**config.mk**
```make
export PLATFORM = sky130hd
export DESIGN_NAME = sec_rtc
export DESIGN_NICKNAME = d
export VERILOG_FILES = /design/src/rtl/rtc_pkg.sv /design/src/rtl/rtc_tick_gen.sv /design/src/rtl/rtc_time_core.sv /design/src/rtl/rtc_regs.sv /design/src/rtl/sec_rtc.sv
export SDC_FILE = /design/constraint.sdc
export NUM_CORES = 1
export LEC_CHECK = 0
export BUFFER_PORTS_ARGS = -buffer_cell sky130_fd_sc_hd__buf_4
export CAP_MARGIN = 20
export CORE_MARGIN = 1
export CORE_UTILIZATION = 40
export DETAILED_ROUTE_END_ITERATION = 16
export GPL_TIMING_DRIVEN = 0
export PLACE_DENSITY_LB_ADDON = 0.05
export SYNTH_ARGS = -nofsm -noshare
export SYNTH_HDL_FRONTEND = slang
export SYNTH_SLANG_ARGS = --single-unit
export TNS_END_PERCENT = 30
```
**constraint.sdc**
```tcl
create_clock -name clk -period 2.1 [get_ports clk]
set_input_delay 0.42 -clock clk [delete_from_list [all_inputs] [get_ports clk]]
set_output_delay 0.42 -clock clk [all_outputs]
set_load 0.05 [all_outputs]
```
**src/rtl/rtc_pkg.sv**
```systemverilog
package rtc_pkg;
  localparam int ADDR_W = 5;
  localparam int CTRL_W = 4;

  localparam logic [ADDR_W-1:0] OFF_COUNT = 5'h00;
  localparam logic [ADDR_W-1:0] OFF_MATCH = 5'h04;
  localparam logic [ADDR_W-1:0] OFF_LOAD  = 5'h08;
  localparam logic [ADDR_W-1:0] OFF_CTRL  = 5'h0C;
  localparam logic [ADDR_W-1:0] OFF_MSTAT = 5'h10;
  localparam logic [ADDR_W-1:0] OFF_RSTAT = 5'h14;
  localparam logic [ADDR_W-1:0] OFF_ACK   = 5'h18;
  localparam logic [ADDR_W-1:0] OFF_VER   = 5'h1C;

  localparam int CB_IE   = 0;
  localparam int CB_MASK = 1;
  localparam int CB_EN   = 2;
  localparam int CB_WRAP = 3;
endpackage

```
**src/rtl/rtc_tick_gen.sv**
```systemverilog
module rtc_tick_gen #(
  parameter int PRESCALE = 4
) (
  input  logic clk,
  input  logic rst,
  input  logic run,
  output logic tick
);
  localparam int PW = (PRESCALE > 1) ? $clog2(PRESCALE) : 1;
  localparam logic [PW-1:0] LAST = PW'(PRESCALE - 1);

  logic [PW-1:0] phase_q;

  assign tick = run && (phase_q == LAST);

  always_ff @(posedge clk) begin
    if (rst || !run || tick) phase_q <= '0;
    else                     phase_q <= phase_q + 1'b1;
  end
endmodule

```
**src/rtl/rtc_time_core.sv**
```systemverilog
module rtc_time_core #(
  parameter int DATA_W = 32
) (
  input  logic              clk,
  input  logic              rst,
  input  logic              tick,
  input  logic              load_wr,
  input  logic [DATA_W-1:0] load_val,
  input  logic [DATA_W-1:0] match_val,
  input  logic              wrap_en,
  input  logic              ack_rd,
  output logic [DATA_W-1:0] count_q,
  output logic              raw_q
);
  logic pend_q;
  logic hit;

  assign hit = (count_q == match_val);

  always_ff @(posedge clk) begin
    if (rst) begin
      count_q <= '0;
      pend_q  <= 1'b0;
      raw_q   <= 1'b0;
    end else if (tick) begin
      if (pend_q || (wrap_en && hit)) count_q <= load_val;
      else                            count_q <= count_q + 1'b1;
      pend_q <= load_wr;
      if (hit)         raw_q <= 1'b1;
      else if (ack_rd) raw_q <= 1'b0;
    end else begin
      if (load_wr) pend_q <= 1'b1;
      if (ack_rd)  raw_q  <= 1'b0;
    end
  end
endmodule

```
**src/rtl/rtc_regs.sv**
```systemverilog
module rtc_regs
  import rtc_pkg::*;
#(
  parameter int          DATA_W  = 32,
  parameter logic [31:0] VERSION = 32'h0001_0000
) (
  input  logic              clk,
  input  logic              rst,
  input  logic [ADDR_W-1:0] addr,
  input  logic              wr,
  input  logic              rd,
  input  logic [DATA_W-1:0] wdata,
  input  logic [DATA_W-1:0] count,
  input  logic              raw,
  input  logic              masked,
  output logic [DATA_W-1:0] match_q,
  output logic [DATA_W-1:0] load_q,
  output logic [CTRL_W-1:0] ctrl_q,
  output logic              load_wr,
  output logic              ack_rd,
  output logic [DATA_W-1:0] rdata_q
);
  assign load_wr = wr && (addr == OFF_LOAD);
  assign ack_rd  = rd && (addr == OFF_ACK);

  always_ff @(posedge clk) begin
    if (rst) begin
      match_q <= '0;
      load_q  <= '0;
      ctrl_q  <= '0;
    end else if (wr) begin
      case (addr)
        OFF_MATCH: match_q <= wdata;
        OFF_LOAD:  load_q  <= wdata;
        OFF_CTRL:  ctrl_q  <= wdata[CTRL_W-1:0];
        default: ;
      endcase
    end
  end

  always_ff @(posedge clk) begin
    if (rst) begin
      rdata_q <= '0;
    end else if (rd) begin
      case (addr)
        OFF_COUNT: rdata_q <= count;
        OFF_MATCH: rdata_q <= match_q;
        OFF_LOAD:  rdata_q <= load_q;
        OFF_CTRL:  rdata_q <= DATA_W'(ctrl_q);
        OFF_MSTAT: rdata_q <= DATA_W'(masked);
        OFF_RSTAT: rdata_q <= DATA_W'(raw);
        OFF_VER:   rdata_q <= DATA_W'(VERSION);
        default:   rdata_q <= '0;
      endcase
    end
  end
endmodule

```
**src/rtl/sec_rtc.sv**
```systemverilog
module sec_rtc
  import rtc_pkg::*;
#(
  parameter int          PRESCALE = 1000,
  parameter int          DATA_W   = 32,
  parameter logic [31:0] VERSION  = 32'h0001_0000
) (
  input  logic              clk,
  input  logic              rst,
  input  logic [ADDR_W-1:0] bus_addr,
  input  logic              bus_wr,
  input  logic              bus_rd,
  input  logic [DATA_W-1:0] bus_wdata,
  output logic [DATA_W-1:0] bus_rdata,
  output logic              irq
);
  logic [DATA_W-1:0] match_q, load_q, count_q;
  logic [CTRL_W-1:0] ctrl_q;
  logic              load_wr, ack_rd, tick, raw_q, run_en, irq_q;

  assign run_en = ctrl_q[CB_EN];

  rtc_regs #(.DATA_W(DATA_W), .VERSION(VERSION)) u_regs (
    .clk(clk), .rst(rst), .addr(bus_addr), .wr(bus_wr), .rd(bus_rd),
    .wdata(bus_wdata), .count(count_q), .raw(raw_q), .masked(irq_q),
    .match_q(match_q), .load_q(load_q), .ctrl_q(ctrl_q),
    .load_wr(load_wr), .ack_rd(ack_rd), .rdata_q(bus_rdata)
  );

  rtc_tick_gen #(.PRESCALE(PRESCALE)) u_tick (
    .clk(clk), .rst(rst), .run(run_en), .tick(tick)
  );

  rtc_time_core #(.DATA_W(DATA_W)) u_core (
    .clk(clk), .rst(rst), .tick(tick), .load_wr(load_wr),
    .load_val(load_q), .match_val(match_q), .wrap_en(ctrl_q[CB_WRAP]),
    .ack_rd(ack_rd), .count_q(count_q), .raw_q(raw_q)
  );

  always_ff @(posedge clk) begin
    if (rst) irq_q <= 1'b0;
    else     irq_q <= raw_q && ctrl_q[CB_IE] && !ctrl_q[CB_MASK];
  end

  assign irq = irq_q;
endmodule

```
Yosys cells after proc, flatten, opt, wreduce, memory -nomap -nowiden

Cells that the tools add are included.

Register bits after elaboration: 145
Latch bits: 0
Memory bits (writable): 0
ROM bits: 0
Input port bits: 41
Output and inout port bits: 33
Word-level logic and storage cells: 43
Memories: 0

Add/sub/neg operators: 2
Multipliers: 0
Divide/modulo/power cells: 0
Order comparisons: 0
Equal/unequal tests: 9
Shift operators: 0
Mux-type cells: 7
Bitwise operators: 0
Reductions and logical operators: 16

Operators with widths:

| cell                    | count |
|---|---|
| $pmux W32 S7            | 1 |
| $add A32 B1 Y32 const B | 1 |
| $eq A32 B32 Y1          | 1 |
| $mux W32                | 1 |
| $eq A5 B5 Y1 const B    | 4 |
| $add A10 B1 Y10 const B | 1 |
| $eq A10 B10 Y1 const B  | 1 |
| $eq A5 B4 Y1 const B    | 2 |
| $logic_and A1 B1 Y1     | 6 |
| $reduce_and A2 Y1       | 3 |
| $eq A5 B3 Y1 const B    | 1 |
| $logic_not A5 Y1        | 1 |
| $mux W1                 | 5 |
| $logic_or A1 B1 Y1      | 3 |
| $logic_not A1 Y1        | 2 |
| $reduce_bool A2 Y1      | 1 |

Logic depth before layout (Yosys ltp)

Word-level depth: 5
Mapped depth: 9
Depth with buffers taken out: 7

Modules after synthesis

From an unflattened synthesis, not the netlist that was laid out.

Cell total of the unflattened synthesis: 896
Area total of the unflattened synthesis: 7418.4 µm²

By module, submodules not included:

| module        | instances | cells an instance | area each (µm²) | sequential area each (µm²) |
|---|---|---|---|---|
| rtc_regs      | 1         | 505               | 4307.9          | 2001.9 |
| rtc_time_core | 1         | 338               | 2601.2          | 680.7 |
| rtc_tick_gen  | 1         | 51                | 476.7           | 200.2 |
| sec_rtc       | 1         | 2                 | 32.5            | 20.0 |

Worst setup path after synthesis

Ideal clock, no wire load.

Path type: reg-to-reg
Start: register u_core.count_q[0]
End: register u_core.count_q[24]
Library setup time: 0.093 ns
Arrival time: 2.057 ns
Data required time: 2.007 ns
Path slack: -0.050 ns
Stages on the path, launching flop included: 8
Path buffers: 0
Period minus slack after synthesis: 2.150 ns
Cells stage by stage: dfxtp_1 > ha_1 > nand3_1 > or4_4 > nor4_4 > nor4b_1 > o21ai_1 > o311ai_2

Word-level cells in the longest chain between the ends: 4
Elaborated cells between the ends (all ways): 5
Those cells by class: add/sub (1); eq/ne (1); mux (1); reduce/logical (2)

RTL lines:

| what                                                                    | line                | source |
|---|---|---|
| start: declaration                                                      | rtc_time_core.sv:12 | `output logic [DATA_W-1:0] count_q,` |
| start signal: assignment                                                | rtc_time_core.sv:26 | `if (pend_q \|\| (wrap_en && hit)) count_q <= load_val;` |
| start signal: assignment                                                | rtc_time_core.sv:27 | `else count_q <= count_q + 1'b1;` |
| parallel branches: the longest is 3 deep, another holds $add A32 B1 Y32 | -                   |  |
| $mux W32 (*)                                                            | rtc_time_core.sv:26 |  |

Every way passes the cells marked *.
A chain may end at the register's enable or synchronous reset.

Worst setup path in the final report

Start: register u_core.count_q[7]
End: register u_core.count_q[15]

Same word-level chain as after synthesis.

==> impl_metrics.ini <==
[status]
status = finished with violations
violations = negative setup slack

[placed_design]
port_buffers = 71
globalplace.congestion = 0.9097
dpl.hpwl_um = 19340

[floorplan]
die_area_mm2 = 0.01858
fp.dieH_um = 136.3
die_width_um = 136.3
start_util_pct = 41.28
num_rows = 48
core_mm2 = 0.01748
io_pins = 74

[cts]
cts_buffer_depth = 2
cts.htree.levels = 4
cts_tree = yes
cts_root_buf = clkbuf_16
cts_buffers = 17
clk_pin_slew_worst_paths_ps = 70
postCtsHoldBufs = 0
cts_sinks = 145
insertion_delay_ps = 440

[yosys]
syn-instance-count = 923
syn_area_mm2 = 0.007214
synth_nets = 966
synth_ff_type = dfxtp_1
synth_warnings = 0
synth_seq_cells = 145
synth_top_area_share_pct = 40.24
async_reset_ff_share_pct = 0
netlist-cell-type-count = 65
synth_edf_count = 0
yosysSeqAreaShare_pct = 40.24
synth_area_leaders = dfxtp_1 (40%), nand2_1 (9.3%), a21oi_1 (8.2%)
synth.avg_cell_area_um2 = 7.816
synth_top_cell_by_area = dfxtp_1

[sta]
fin_crit_ps = 2219
setup_tns_ps = -1330
setup_viol = 23
fin_ws_ps = -118.8
max_freq_ghz = 0.4507
relSlewSlack_pct = 47.54
finalHoldViolations = 0
min_period_over_period_pct = 105.7
fin_skew_ps = 13.50
slew_viol_final = 0
tightest_slew_ps = 787.0
rsz0062_at_grt = true

[global_routing]
grt_usage_pct = 29.47
grt_pass1_vias = 6916
grt_remaining_overflow = 0
antenna_found_initial = 0
grt_pass1_wl_um = 40410
grt_max_degree = 17

[detailed_routing]
drt-initial-drc-count = 975
viasPerCell = 5.926
wirelength_um = 27080
ant_nets = 0
drc = 0
vias = 7561
firstDrtPassIters = 6
wire_per_inst_um = 21.23

[power]
p_int_mw = 4.598
powerDensity_mw_per_mm2 = 667.7
clockPowerShare_pct = 49.0
p_seq_share_pct = 44.8
p_sw_mw = 1.652
irDropWorstVdd_mv = 0.7458
combPwrFrac_pct = 6.1
finalPower_mw = 6.250
leakagePower_nw = 3.436
p_sw_share_pct = 26.44

[setup_path]
critPathKind = flip-flop to flip-flop
worstPathArrival_ps = 2530
critPathLaunchType = flip-flop
crit_path_max_fanout = 6
cp_data_required_time_ps = 2410
endpoint_kind = flip-flop

[job]
cap_violations = 0

[layout]
area_growth_pct = 29.74
n_fill_cell = 1727
drive_above_1_share_pct = 25.21
n_antenna_cell = 0
nets = 1081

[worst_hold_path]
hold_path.class = input pin to flip-flop
[cell usage in the layout, fill, tap and decap left out, types with 4 or more instances in the layout]
cell,Yosys,layout
o21ai_0,15,13
dfxtp_2,0,23
dfxtp_1,145,106
o21ai_1,9,11
nor3b_1,6,5
buf_2,19,6
inv_1,12,12
a31oi_1,4,4
or3_1,6,6
clkbuf_2,0,4
nand2_1,179,179
a222oi_1,28,28
or4_1,5,4
o221ai_1,5,5
xor2_1,37,27
xor2_2,0,6
inv_6,0,5
nor2_1,88,86
o311ai_2,3,4
mux2i_1,6,6
buf_6,4,11
nand3_1,37,33
nor4_4,2,5
clkbuf_1,55,40
nor4_1,19,12
nor3_2,2,4
dfxtp_4,0,16
nor3_1,13,10
a22oi_1,6,6
and3_1,13,13
clkbuf_4,0,4
a21oi_1,118,115
nand4_1,16,16
clkbuf_16,0,17
xor2_4,0,4
nor4_2,4,8
buf_4,1,107
[sequential cells by signal (all words and copies together) (netlist names)]
register and count:
irq 1, u_core.count_q 32, u_core.pend_q 1, u_core.raw_q 1
u_regs.ctrl_q 4, u_regs.load_q 32, u_regs.match_q 32, u_regs.rdata_q 32
u_tick.phase_q 10
[final cells by class]
| type | instances | area (um2) | share of cell area (%) |
|---|---|---|---|
| buffer | 69 | 390.4 | 4.171 |
| sequential | 145 | 2992 | 31.96 |
| multi-input combinational | 685 | 4242 | 45.31 |
| clock buffer | 18 | 439.2 | 4.692 |
| inverter | 12 | 45.04 | 0.4812 |
| clock inverter | 14 | 141.4 | 1.510 |
| timing repair buffer | 108 | 829.5 | 8.862 |
| tap | 225 | 281.5 | 3.008 |
[kinds of logic after synthesis]
logic type	Yosys count	synth area share (%)
AO/OA/AOI/OAI	220	19.98
adder cells (fa/ha/maj)	2	0.3468
flip-flops	145	40.24
buffers and inverters	93	5.636
multiplexers	9	1.457
XOR/XNOR	38	4.613
AND/OR/NAND/NOR	416	27.73
[path summary, 6_finish.rpt]
kind / from / endpoint / slack, ps / cells past startpoint
min reg2reg: u_tick.phase_q[0] / u_tick.phase_q[0] / 450 / 1
min: bus_wdata[24] / u_regs.load_q[24] / 230 / 3
max reg2reg: u_core.count_q[7] / u_core.count_q[15] / -120 / 9
max: u_core.count_q[7] / u_core.count_q[15] / -120 / 9
[power groups by stage]
stage / sequential [mW] / combinational (mW) / clock, mW
final: 2.80 / 0.383 / 3.07
after global routing: 2.80 / 0.406 / 3.20
after CTS: 2.80 / 0.365 / 3.11
after detailed placement: 2.86 / 0.357 / 0
after global placement: 2.86 / 0.358 / 0
after floorplan: 2.85 / 0.195 / 0
[per-stage QoR]
step	worst slack, ps	instances	cell area (um2)	hold slack [ps]	util (%)
after CTS	-108.1	1258	8922	216.4	51.05
after global placement	-927.5	1219	8040	446.6	46.01
after floorplan	12.98	923	7226	421.4	-
final	-118.8	1276	9360	232.3	53.56
after global routing	-176.3	1276	9360	228.4	53.56
after detailed placement	-876.6	1219	8040	454.7	46.01
[synth_stat cells, types with 3 or more instances]
cell      instances
inv_1            12
and3_1           13
nand2b_1          3
o221ai_1          5
o21ai_1           9
a31oi_1           4
nor4_1           19
nor4b_1           5
o211ai_1          3
nand2_1         179
xor2_1           37
a211oi_1          3
nor3_1           13
or3_1             6
nor4_2            4
nor2b_1           3
or4_1             5
buf_6             4
a222oi_1         28
buf_2            19
o311ai_1          4
nand4_1          16
dfxtp_1         145
o21ai_0          15
a21oi_1         118
a22oi_1           6
mux2i_1           6
nor3b_1           6
nand3_1          37
clkbuf_1         55
o311ai_2          3
a311o_1           3
nor2_1           88
o32ai_1           3
[per-layer routing]
metal	share of wire, %	wire [um]	vias up	global-route usage, %
met5	0	0	-	0
met3	8.9	2415	80	6.189
met4	3.9	1053	0	12.41
li1	-	-	3537	-
met1	44	11870	3553	39.96
met2	43	11750	391	45.01
[critical path: stages, from the launching register on]
cell	delay, ps
dfxtp_4	380
xor2_4	200
nor4_2	300
nand4_1	150
buf_4	180
o31ai_4	220
buf_6	170
buf_6	100
a311oi_1	30
or3_1	350
[repair_timing]
item | 4_1_cts | 5_1_grt
gates cloned | 0 | 0
hold endpoints to repair | 0 | 0
endpoints found under the setup margin | 87 | 80
setup buffers | 16 | 21
pin swaps | 20 | 23
gates resized for setup | 67 | 91
No activity file was read; power rests on OpenSTA's default activity.
